`config.mk`:
```
export PLATFORM = sky130hd
export DESIGN_NAME = sbc16_bridge
export DESIGN_NICKNAME = d
export VERILOG_FILES = /design/src/rtl/sbc16_pkg.sv /design/src/rtl/sbc16_sckgen.sv /design/src/rtl/sbc16_hostif.sv /design/src/rtl/sbc16_shifter.sv /design/src/rtl/sbc16_bridge.sv
export SDC_FILE = /design/constraint.sdc
export NUM_CORES = 1
export LEC_CHECK = 0
export ABC_CLOCK_PERIOD_IN_PS = 4300
export BUFFER_PORTS_ARGS = -buffer_cell sky130_fd_sc_hd__buf_4
export CORE_MARGIN = 1.5
export CORE_UTILIZATION = 50
export CTS_CLUSTER_DIAMETER = 200
export DETAILED_ROUTE_END_ITERATION = 7
export MAX_ROUTING_LAYER = met4
export PLACE_DENSITY_LB_ADDON = 0.15
export SKIP_CTS_REPAIR_TIMING = 1
export SLEW_MARGIN = 10
export SYNTH_ARGS = -nofsm -noshare
export SYNTH_HDL_FRONTEND = slang
export SYNTH_HIERARCHICAL = 1
export SYNTH_SLANG_ARGS = --single-unit
export TNS_END_PERCENT = 5
```
`constraint.sdc`:
```
create_clock -name clk -period 4.3 [get_ports clk]
set_input_delay 0.86 -clock clk [delete_from_list [all_inputs] [get_ports clk]]
set_output_delay 0.86 -clock clk [all_outputs]
set_load 0.02 [all_outputs]
```
`src/rtl/sbc16_pkg.sv`:
```
package sbc16_pkg;
  localparam logic [1:0] ADDR_LO  = 2'b00;
  localparam logic [1:0] ADDR_HI  = 2'b01;
  localparam logic [1:0] ADDR_CTL = 2'b10;

  localparam int ST_IEN  = 0;
  localparam int ST_BUSY = 1;
  localparam int ST_PEND = 2;

  typedef enum logic [1:0] {
    XS_IDLE  = 2'd0,
    XS_SHIFT = 2'd1,
    XS_TAIL  = 2'd2
  } xfer_state_t;
endpackage

```
`src/rtl/sbc16_sckgen.sv`:
```
module sbc16_sckgen #(
  parameter int DIV = 4
) (
  input  logic clk,
  input  logic rst,
  input  logic run,
  output logic fall_ev,
  output logic rise_ev
);
  localparam int HALF = DIV / 2;
  localparam int PW   = (DIV > 2) ? $clog2(DIV) : 1;

  logic [PW-1:0] ph;

  always_ff @(posedge clk) begin
    if (rst || !run) begin
      ph <= '0;
    end else if (ph == PW'(DIV - 1)) begin
      ph <= '0;
    end else begin
      ph <= ph + 1'b1;
    end
  end

  assign fall_ev = run && (ph == '0);
  assign rise_ev = run && (ph == PW'(HALF));
endmodule

```
`src/rtl/sbc16_hostif.sv`:
```
module sbc16_hostif
  import sbc16_pkg::*;
#(
  parameter int DW = 8
) (
  input  logic          clk,
  input  logic          rst,
  input  logic          hsel_n,
  input  logic          hrd_n,
  input  logic          hwr_n,
  input  logic [1:0]    haddr,
  input  logic          ctl_bit,
  output logic [DW-1:0] hrdata,
  input  logic          busy,
  input  logic          done,
  input  logic [2*DW-1:0] rx_word,
  output logic          start,
  output logic          tx_lo_we,
  output logic          tx_hi_we,
  output logic          irq
);
  logic sel_q, armed, ien, pend;
  logic wr_acc, rd_acc, sel_rise;
  logic [DW-1:0] status;

  assign wr_acc   = !hsel_n && !hwr_n;
  assign rd_acc   = !hsel_n && !hrd_n;
  assign sel_rise = hsel_n && !sel_q;
  assign start    = sel_rise && armed && !busy;
  assign tx_lo_we = wr_acc && (haddr == ADDR_LO) && !busy;
  assign tx_hi_we = wr_acc && (haddr == ADDR_HI) && !busy;

  always_comb begin
    status = '0;
    status[ST_IEN]  = ien;
    status[ST_BUSY] = busy;
    status[ST_PEND] = pend;
  end

  always_ff @(posedge clk) begin
    if (rst) begin
      sel_q  <= 1'b1;
      armed  <= 1'b0;
      ien    <= 1'b0;
      pend   <= 1'b0;
      hrdata <= '0;
    end else begin
      sel_q <= hsel_n;
      if (start)         armed <= 1'b0;
      else if (tx_lo_we) armed <= 1'b1;
      else if (rd_acc)   armed <= 1'b0;
      if (wr_acc && haddr == ADDR_CTL) ien <= ctl_bit;
      if (done && ien)                          pend <= 1'b1;
      else if (rd_acc && haddr == ADDR_CTL)     pend <= 1'b0;
      if (rd_acc) begin
        case (haddr)
          ADDR_LO:  hrdata <= rx_word[DW-1:0];
          ADDR_HI:  hrdata <= rx_word[2*DW-1:DW];
          ADDR_CTL: hrdata <= status;
          default:  hrdata <= '0;
        endcase
      end
    end
  end

  assign irq = pend;
endmodule

```
`src/rtl/sbc16_shifter.sv`:
```
module sbc16_shifter
  import sbc16_pkg::*;
#(
  parameter int DW  = 8,
  parameter int DIV = 4
) (
  input  logic            clk,
  input  logic            rst,
  input  logic            start,
  input  logic            tx_lo_we,
  input  logic            tx_hi_we,
  input  logic [DW-1:0]   wdata,
  input  logic            fall_ev,
  input  logic            rise_ev,
  input  logic            sdi,
  output logic            run,
  output logic            busy,
  output logic            done,
  output logic            sck,
  output logic            sdo,
  output logic            oe_n,
  output logic [2*DW-1:0] rx
);
  localparam int W  = 2 * DW;
  localparam int BW = $clog2(W);
  localparam int PW = (DIV > 2) ? $clog2(DIV) : 1;

  xfer_state_t   st;
  logic [W-1:0]  txs;
  logic [BW-1:0] bitc;
  logic [PW-1:0] tcnt;

  assign run  = (st == XS_SHIFT);
  assign done = (st == XS_TAIL) && (tcnt == PW'(DIV - 1));

  always_ff @(posedge clk) begin
    if (rst) begin
      st   <= XS_IDLE;
      busy <= 1'b0;
      sck  <= 1'b1;
      sdo  <= 1'b1;
      oe_n <= 1'b1;
      bitc <= '0;
      tcnt <= '0;
      rx   <= '0;
      txs  <= '0;
    end else begin
      if (tx_hi_we) txs[W-1:DW] <= wdata;
      if (tx_lo_we) txs[DW-1:0] <= wdata;
      case (st)
        XS_IDLE: begin
          if (start) begin
            st   <= XS_SHIFT;
            busy <= 1'b1;
            oe_n <= 1'b0;
            sdo  <= txs[W-1];
            bitc <= '0;
          end
        end
        XS_SHIFT: begin
          if (fall_ev) begin
            sck <= 1'b0;
            if (bitc != '0) begin
              sdo <= txs[W-2];
              txs <= {txs[W-2:0], 1'b0};
            end
          end
          if (rise_ev) begin
            sck <= 1'b1;
            rx  <= {rx[W-2:0], sdi};
            if (bitc == BW'(W - 1)) begin
              st   <= XS_TAIL;
              tcnt <= '0;
            end else begin
              bitc <= bitc + 1'b1;
            end
          end
        end
        XS_TAIL: begin
          if (done) begin
            st   <= XS_IDLE;
            busy <= 1'b0;
            oe_n <= 1'b1;
            sdo  <= 1'b1;
          end else begin
            tcnt <= tcnt + 1'b1;
          end
        end
        default: st <= XS_IDLE;
      endcase
    end
  end
endmodule

```
`src/rtl/sbc16_bridge.sv`:
```
module sbc16_bridge #(
  parameter int DW  = 8,
  parameter int DIV = 4
) (
  input  logic          clk,
  input  logic          rst,
  input  logic          hsel_n,
  input  logic          hrd_n,
  input  logic          hwr_n,
  input  logic [1:0]    haddr,
  input  logic [DW-1:0] hwdata,
  output logic [DW-1:0] hrdata,
  output logic          ser_clk,
  output logic          ser_out,
  input  logic          ser_in,
  output logic          ser_oe_n,
  output logic          irq
);
  localparam int W = 2 * DW;

  logic start, tx_lo_we, tx_hi_we;
  logic run, busy, done, fall_ev, rise_ev;
  logic [W-1:0] rx_word;

  sbc16_hostif #(.DW(DW)) u_host (
    .clk(clk), .rst(rst), .hsel_n(hsel_n), .hrd_n(hrd_n), .hwr_n(hwr_n),
    .haddr(haddr), .ctl_bit(hwdata[0]), .hrdata(hrdata), .busy(busy),
    .done(done), .rx_word(rx_word), .start(start), .tx_lo_we(tx_lo_we),
    .tx_hi_we(tx_hi_we), .irq(irq)
  );

  sbc16_sckgen #(.DIV(DIV)) u_sck (
    .clk(clk), .rst(rst), .run(run), .fall_ev(fall_ev), .rise_ev(rise_ev)
  );

  sbc16_shifter #(.DW(DW), .DIV(DIV)) u_shift (
    .clk(clk), .rst(rst), .start(start), .tx_lo_we(tx_lo_we),
    .tx_hi_we(tx_hi_we), .wdata(hwdata), .fall_ev(fall_ev),
    .rise_ev(rise_ev), .sdi(ser_in), .run(run), .busy(busy), .done(done),
    .sck(ser_clk), .sdo(ser_out), .oe_n(ser_oe_n), .rx(rx_word)
  );
endmodule

```
==> results.json, run 1 <==
{
  "yosysMostFrequentCell": "dfxtp_1",
  "firstDrtPassIters": 4,
  "drc": 0,
  "post-route-period-util": 0.542,
  "pwr-share-comb": 0.216,
  "crit_path_cell_trace": "ha_1 -> and2_1 -> nand4_1 -> a211oi_1 -> mux2i_1 -> nor2_1",
  "worst_slew_pin_slew_ns": 0.604,
  "nNetsFinal": 352,
  "grtUsageTotal": 0.198,
  "powerDensity_mw_per_mm2": 424,
  "grtUsageMet1": 0.258,
  "die_w_um": 77.0,
  "start_kind": "register",
  "clockPowerShare": 0.338,
  "leakage_nw": 1.18,
  "wl_per_cell_um": 13.6,
  "cts_sinks": 58,
  "crit_family": "simple AND/OR/NAND/NOR gates",
  "syn_inst": 305,
  "grt_pass1_vias": 1948,
  "core.rowCount": 26,
  "path_buf_inv": 0,
  "path_depth": 6,
  "cts_root_buffer": "clkbuf_8",
  "fin_tns_setup_ns": 0,
  "yosys_warnings": 6,
  "yosys.area.top_type": "dfxtp_1",
  "grt_busiest_layer": "met2",
  "pin_count": 28,
  "required_ns": 4.49,
  "syn_nets": 332,
  "drt_wl_total_um": 5420,
  "switchingPower_uw": 387,
  "rr_startpoint": "u_shift/st[0]$_SDFFE_PP0P_",
  "areaGrowthSynthToFinish_pct": 13.8,
  "crit_path_end_kind": "register",
  "worstRegToRegCells": 6,
  "synth_top_area_frac": 0.424,
  "ys_types": 49,
  "ant_nets": 0,
  "cts_tree": "done",
  "rsz0062_at_grt": "false",
  "syn_area_per_cell_um2": 8.98,
  "met3_usage": 0.0631,
  "die_h_um": 77.0,
  "gp_congestion": 0.823,
  "port_buffers": 27,
  "synth_area_mm2": 0.00274,
  "grt_start_max_net_pins": 58,
  "seq_power_share": 0.447,
  "synth_area_leaders": "dfxtp_1 (42%), mux2i_1 (8.0%), nand2_1 (6.3%)",
  "final-hold-violation-count": 0,
  "crit_path_end": "u_shift/st[0]$_SDFFE_PP0P_",
  "grtUsageMet2": 0.288,
  "antenna_cells": 0,
  "antenna_found_initial": 0,
  "post-place-ws_ns": 1.90,
  "seq_area_frac_synth": 0.424,
  "relSlewSlack": 0.598,
  "cts_buffer_depth": 2,
  "ys_ff_latch": 58,
  "crit_arrival_ns": 2.52,
  "vias": 2139,
  "synth_edf_count": 0,
  "fp.coreArea_mm2": 0.00520,
  "critical_path.max_fanout": 14,
  "htree_num_levels": 3,
  "holdWs_ns": 0.459,
  "setup_viol": 0,
  "crit_path_start": "u_shift/st[0]$_SDFFE_PP0P_",
  "ys.flop_type": "dfxtp_1",
  "peakVddDrop_mv": 0.229,
  "path_class": "register to register",
  "switching_share": 0.293,
  "cts_buffers": 9,
  "vias_per_cell": 5.37,
  "grt_pass1_wl_um": 9030,
  "ys_top_cells_by_count": "dfxtp_1 (58), nand2_1 (46), nor2_1 (27)",
  "status": "finished clean",
  "die_area_mm2": 0.00593,
  "fin_crit_ns": 2.33,
  "maxSlewViolCount": 0,
  "insertion_delay_ns": 0.33,
  "ys_async_sr_fraction": 0,
  "hold_class": "register to register",
  "clk_pin_slew_ns": 0.06,
  "drt_iter0_drc": 121,
  "power.internal_uw": 935,
  "slowest_stage": "ha_1",
  "crit_path_max_incr_delay_ns": 0.47,
  "grt_overflow": 0,
  "fmax_mhz": 429,
  "worst_slack_ns": 1.97,
  "reg2reg_slack_ns": 1.97,
  "clock_skew_ns": 0.00881,
  "final_util": 0.599,
  "max_cap_violations": 0,
  "drive_above_1_share": 0.186,
  "r2r-end": "u_shift/st[0]$_SDFFE_PP0P_",
  "initial_core_util": 0.526,
  "hpwlAfterDp_um": 3590
}
sequential cells by signal, indices dropped and copies added (netlist names):
register and count:
u_shift/rx 16, u_host/armed 1, u_shift/busy 1, u_shift/tcnt 2, u_shift/st 2, u_host/sel_q 1
u_host/hrdata 8, u_host/ien 1, u_shift/sck 1, u_host/irq 1, u_shift/bitc 4, u_shift/sdo 1
u_shift/oe_n 1, u_shift/txs 16, u_sck/ph 2
routing by layer:
| layer | wire length (um) | vias to the layer above |
|---|---|---|
| li1 | - | 1116 |
| met2 | 2370 | 31 |
| met5 | 0 | - |
| met1 | 2730 | 985 |
| met3 | 235 | 7 |
| met4 | 74 | 0 |
cells in the final DEF (no fill, tap or decap), types with 5 or more instances in the layout:
| cell type | n |
|---|---|
| mux2_2 | 5 |
| nor2_1 | 27 |
| nand2_1 | 46 |
| a211oi_1 | 16 |
| ha_1 | 11 |
| and2_1 | 6 |
| a21oi_1 | 21 |
| buf_4 | 27 |
| a22oi_1 | 6 |
| dfxtp_1 | 58 |
| mux2i_1 | 22 |
| inv_1 | 14 |
| a31oi_1 | 5 |
| clkbuf_8 | 12 |
kinds of logic (layout without fill, tap and decap cells):
family | Yosys count | count (layout) | synth area share
AO/OA/AOI/OAI | 68 | 68 | 0.172
adder cells (fa/ha/maj) | 11 | 11 | 0.0503
buffers and inverters | 32 | 55 | 0.0516
flip-flops | 58 | 58 | 0.424
multiplexers | 27 | 27 | 0.101
AND/OR/NAND/NOR | 109 | 109 | 0.201
through the flow:
stage | total power, mW | cell area [um2] | cells
finish | 1.32 | 3120 | 398
global route | 1.39 | 3120 | 398
CTS | 1.34 | 3120 | 398
detailed placement | 0.887 | 2940 | 384
global placement | 0.883 | 2940 | 384
floorplan | 0.811 | 2740 | 305
worst register-to-register path, stage by stage, from the launching register on:
cell      delay, ns
dfxtp_1        0.43
ha_1           0.47
and2_1         0.40
nand4_1        0.21
a211oi_1       0.40
mux2i_1        0.24
nor2_1         0.05
final cells by class:
cell class	instances	area, um2
Inverter	14	52.6
Clock buffer	12	165
Multi-Input combinational cell	215	1440
Sequential cell	58	1160
Timing Repair Buffer	27	203
Clock inverter	2	12.5
Fill cell	490	2090
Tap cell	70	87.6
worst min path at each step:
| stage | start | end | cells past startpoint |
|---|---|---|---|
| floorplan | u_shift/rx[15]$_SDFFE_PP0P_ | u_shift/rx[15]$_SDFFE_PP0P_ | 2 |
| global placement | u_shift/rx[15]$_SDFFE_PP0P_ | u_shift/rx[15]$_SDFFE_PP0P_ | 2 |
| detailed placement | u_shift/rx[15]$_SDFFE_PP0P_ | u_shift/rx[15]$_SDFFE_PP0P_ | 2 |
| CTS | u_shift/rx[15]$_SDFFE_PP0P_ | u_shift/rx[15]$_SDFFE_PP0P_ | 2 |
| global route | u_sck/ph[0]$_SDFF_PP0_ | u_sck/ph[0]$_SDFF_PP0_ | 1 |
| finish | u_shift/rx[15]$_SDFFE_PP0P_ | u_shift/rx[15]$_SDFFE_PP0P_ | 2 |
power groups by stage:
stage / Clock [mW] / Sequential [mW] / Combinational [mW]
global route: 0.483 / 0.593 / 0.315
global placement: 0 / 0.600 / 0.283
CTS: 0.461 / 0.590 / 0.288
detailed placement: 0 / 0.601 / 0.286
finish: 0.446 / 0.590 / 0.285
floorplan: 0 / 0.604 / 0.207
Power figures use the tool's default switching activity.
==> inputs of run 2 (changes only) <==
- ABC_CLOCK_PERIOD_IN_PS: 4300 -> 1900
- clock period: 4.3 -> 1.9 ns (I/O delays scaled with it)
==> results.json, run 2 (synthesis results as in run 1) <==
{
  "drc": 0,
  "rsz0062_at_grt": "false",
  "hold_class": "input port to register",
  "crit_path_end_kind": "register",
  "peakVddDrop_mv": 0.530,
  "grt_overflow": 0,
  "post-route-period-util": 0.935,
  "crit_path_cell_trace": "inv_1 -> ha_1 -> buf_4 -> mux2i_1 -> a41o_1 -> or3_1 -> a31oi_1",
  "vias_per_cell": 5.27,
  "worst_slew_pin_slew_ns": 0.404,
  "core.rowCount": 26,
  "required_ns": 2.16,
  "pin_count": 28,
  "fp.coreArea_mm2": 0.00520,
  "reg.largest.list": "u_shift/rx: 16 flops, u_shift/txs: 16 flops, u_host/hrdata: 8 flops",
  "crit_path_max_incr_delay_ns": 0.35,
  "path_class": "register to register",
  "cts_buffer_depth": 2,
  "crit_family": "compound AO/OA/AOI/OAI gates",
  "die_w_um": 77.0,
  "most-common-layout-cells": "dfxtp_1 (58), nand2_1 (46), buf_4 (44)",
  "fin_tns_setup_ns": 0,
  "leakage_nw": 1.29,
  "worst_slack_ns": 0.124,
  "insertion_delay_ns": 0.33,
  "grtUsageTotal": 0.206,
  "ant_nets": 0,
  "crit_path_start": "u_shift/st[0]$_SDFFE_PP0P_",
  "hpwlAfterDp_um": 3720,
  "antenna_found_initial": 0,
  "clock_skew_ns": 0.00762,
  "nNetsFinal": 370,
  "grt_pass1_wl_um": 9490,
  "layout.cells.non_filler": 418,
  "powerDensity_mw_per_mm2": 998,
  "drive_above_1_share": 0.239,
  "post-place-ws_ns": -0.0247,
  "max_cap_violations": 0,
  "dp_cells": 402,
  "drt_iter0_drc": 132,
  "grt_start_max_net_pins": 37,
  "relSlewSlack": 0.729,
  "wl_per_cell_um": 13.4,
  "fill_cells": 472,
  "worstHoldStart": "ser_in",
  "design_area_mm2": 0.00331,
  "firstDrtPassIters": 4,
  "die_area_mm2": 0.00593,
  "slowest_stage": "dfxtp_1",
  "final-hold-violation-count": 0,
  "grt_pass1_vias": 2133,
  "start_kind": "register",
  "rr_startpoint": "u_shift/st[0]$_SDFFE_PP0P_",
  "drt_wl_total_um": 5600,
  "die_h_um": 77.0,
  "htree_num_levels": 3,
  "port_buffers": 27,
  "cts_sinks": 58,
  "antenna_cells": 0,
  "path_buf_inv": 2,
  "maxSlewViolCount": 0,
  "final_common_cell": "dfxtp_1",
  "setup_viol": 0,
  "vias": 2204,
  "status": "finished clean",
  "clk_pin_slew_ns": 0.07,
  "cts_buffers": 9,
  "final_util": 0.635,
  "cts_tree": "done",
  "fmax_mhz": 563,
  "fin_crit_ns": 1.78,
  "initial_core_util": 0.526,
  "placed_area_mm2": 0.00309,
  "crit_arrival_ns": 2.03,
  "cts_root_buffer": "clkbuf_8",
  "critical_path.max_fanout": 4,
  "gp_congestion": 0.830,
  "areaGrowthSynthToFinish_pct": 20.7
}
-- run 2: report_power, final --
part	switching [mW]	internal (mW)	total, mW
Combinational	0.455	0.411	0.867
Sequential	0.0380	1.28	1.32
Clock	0.481	0.637	1.12
Total	0.975	2.33	3.30
-- run 2: final cells by class --
type                            instances  area, um2  area share
Clock buffer                           11        141      0.0428
Tap cell                               70       87.6      0.0265
Inverter                               14       52.6      0.0159
Sequential cell                        58       1160       0.351
Timing Repair Buffer                   45        350       0.106
Clock inverter                          5       53.8      0.0163
Multi-Input combinational cell        215       1460       0.442
-- run 2: routing by layer --
metal | global-route usage | vias up | routed length [um]
met5 | - | - | 0
met4 | 0.0600 | 0 | 21
met3 | 0.0690 | 2 | 272
met2 | 0.299 | 43 | 2480
met1 | 0.273 | 1007 | 2830
li1 | - | 1152 | -
-- run 2: metrics by stage --
stage	total power, mW	hold slack (ns)
after detailed placement	2.15	0.447
after floorplan	1.84	0.433
after global placement	2.14	0.444
after CTS	3.27	0.276
after global routing	3.49	0.285
final	3.30	0.289
-- run 2: worst paths after layout --
check	endpoint	slack, ns	cells after the start
setup / recovery	u_shift/bitc[1]$_SDFFE_PP0P_	0.12	7
hold / removal	u_shift/rx[0]$_SDFFE_PP0P_	0.29	3
setup reg to reg	u_shift/bitc[1]$_SDFFE_PP0P_	0.12	7
hold reg to reg	u_shift/rx[15]$_SDFFE_PP0P_	0.46	2
-- run 2: tightest hold or removal path: stages --
cell and delay (ns):
buf_4 0.11, nand2_1 0.04, a21oi_1 0.05
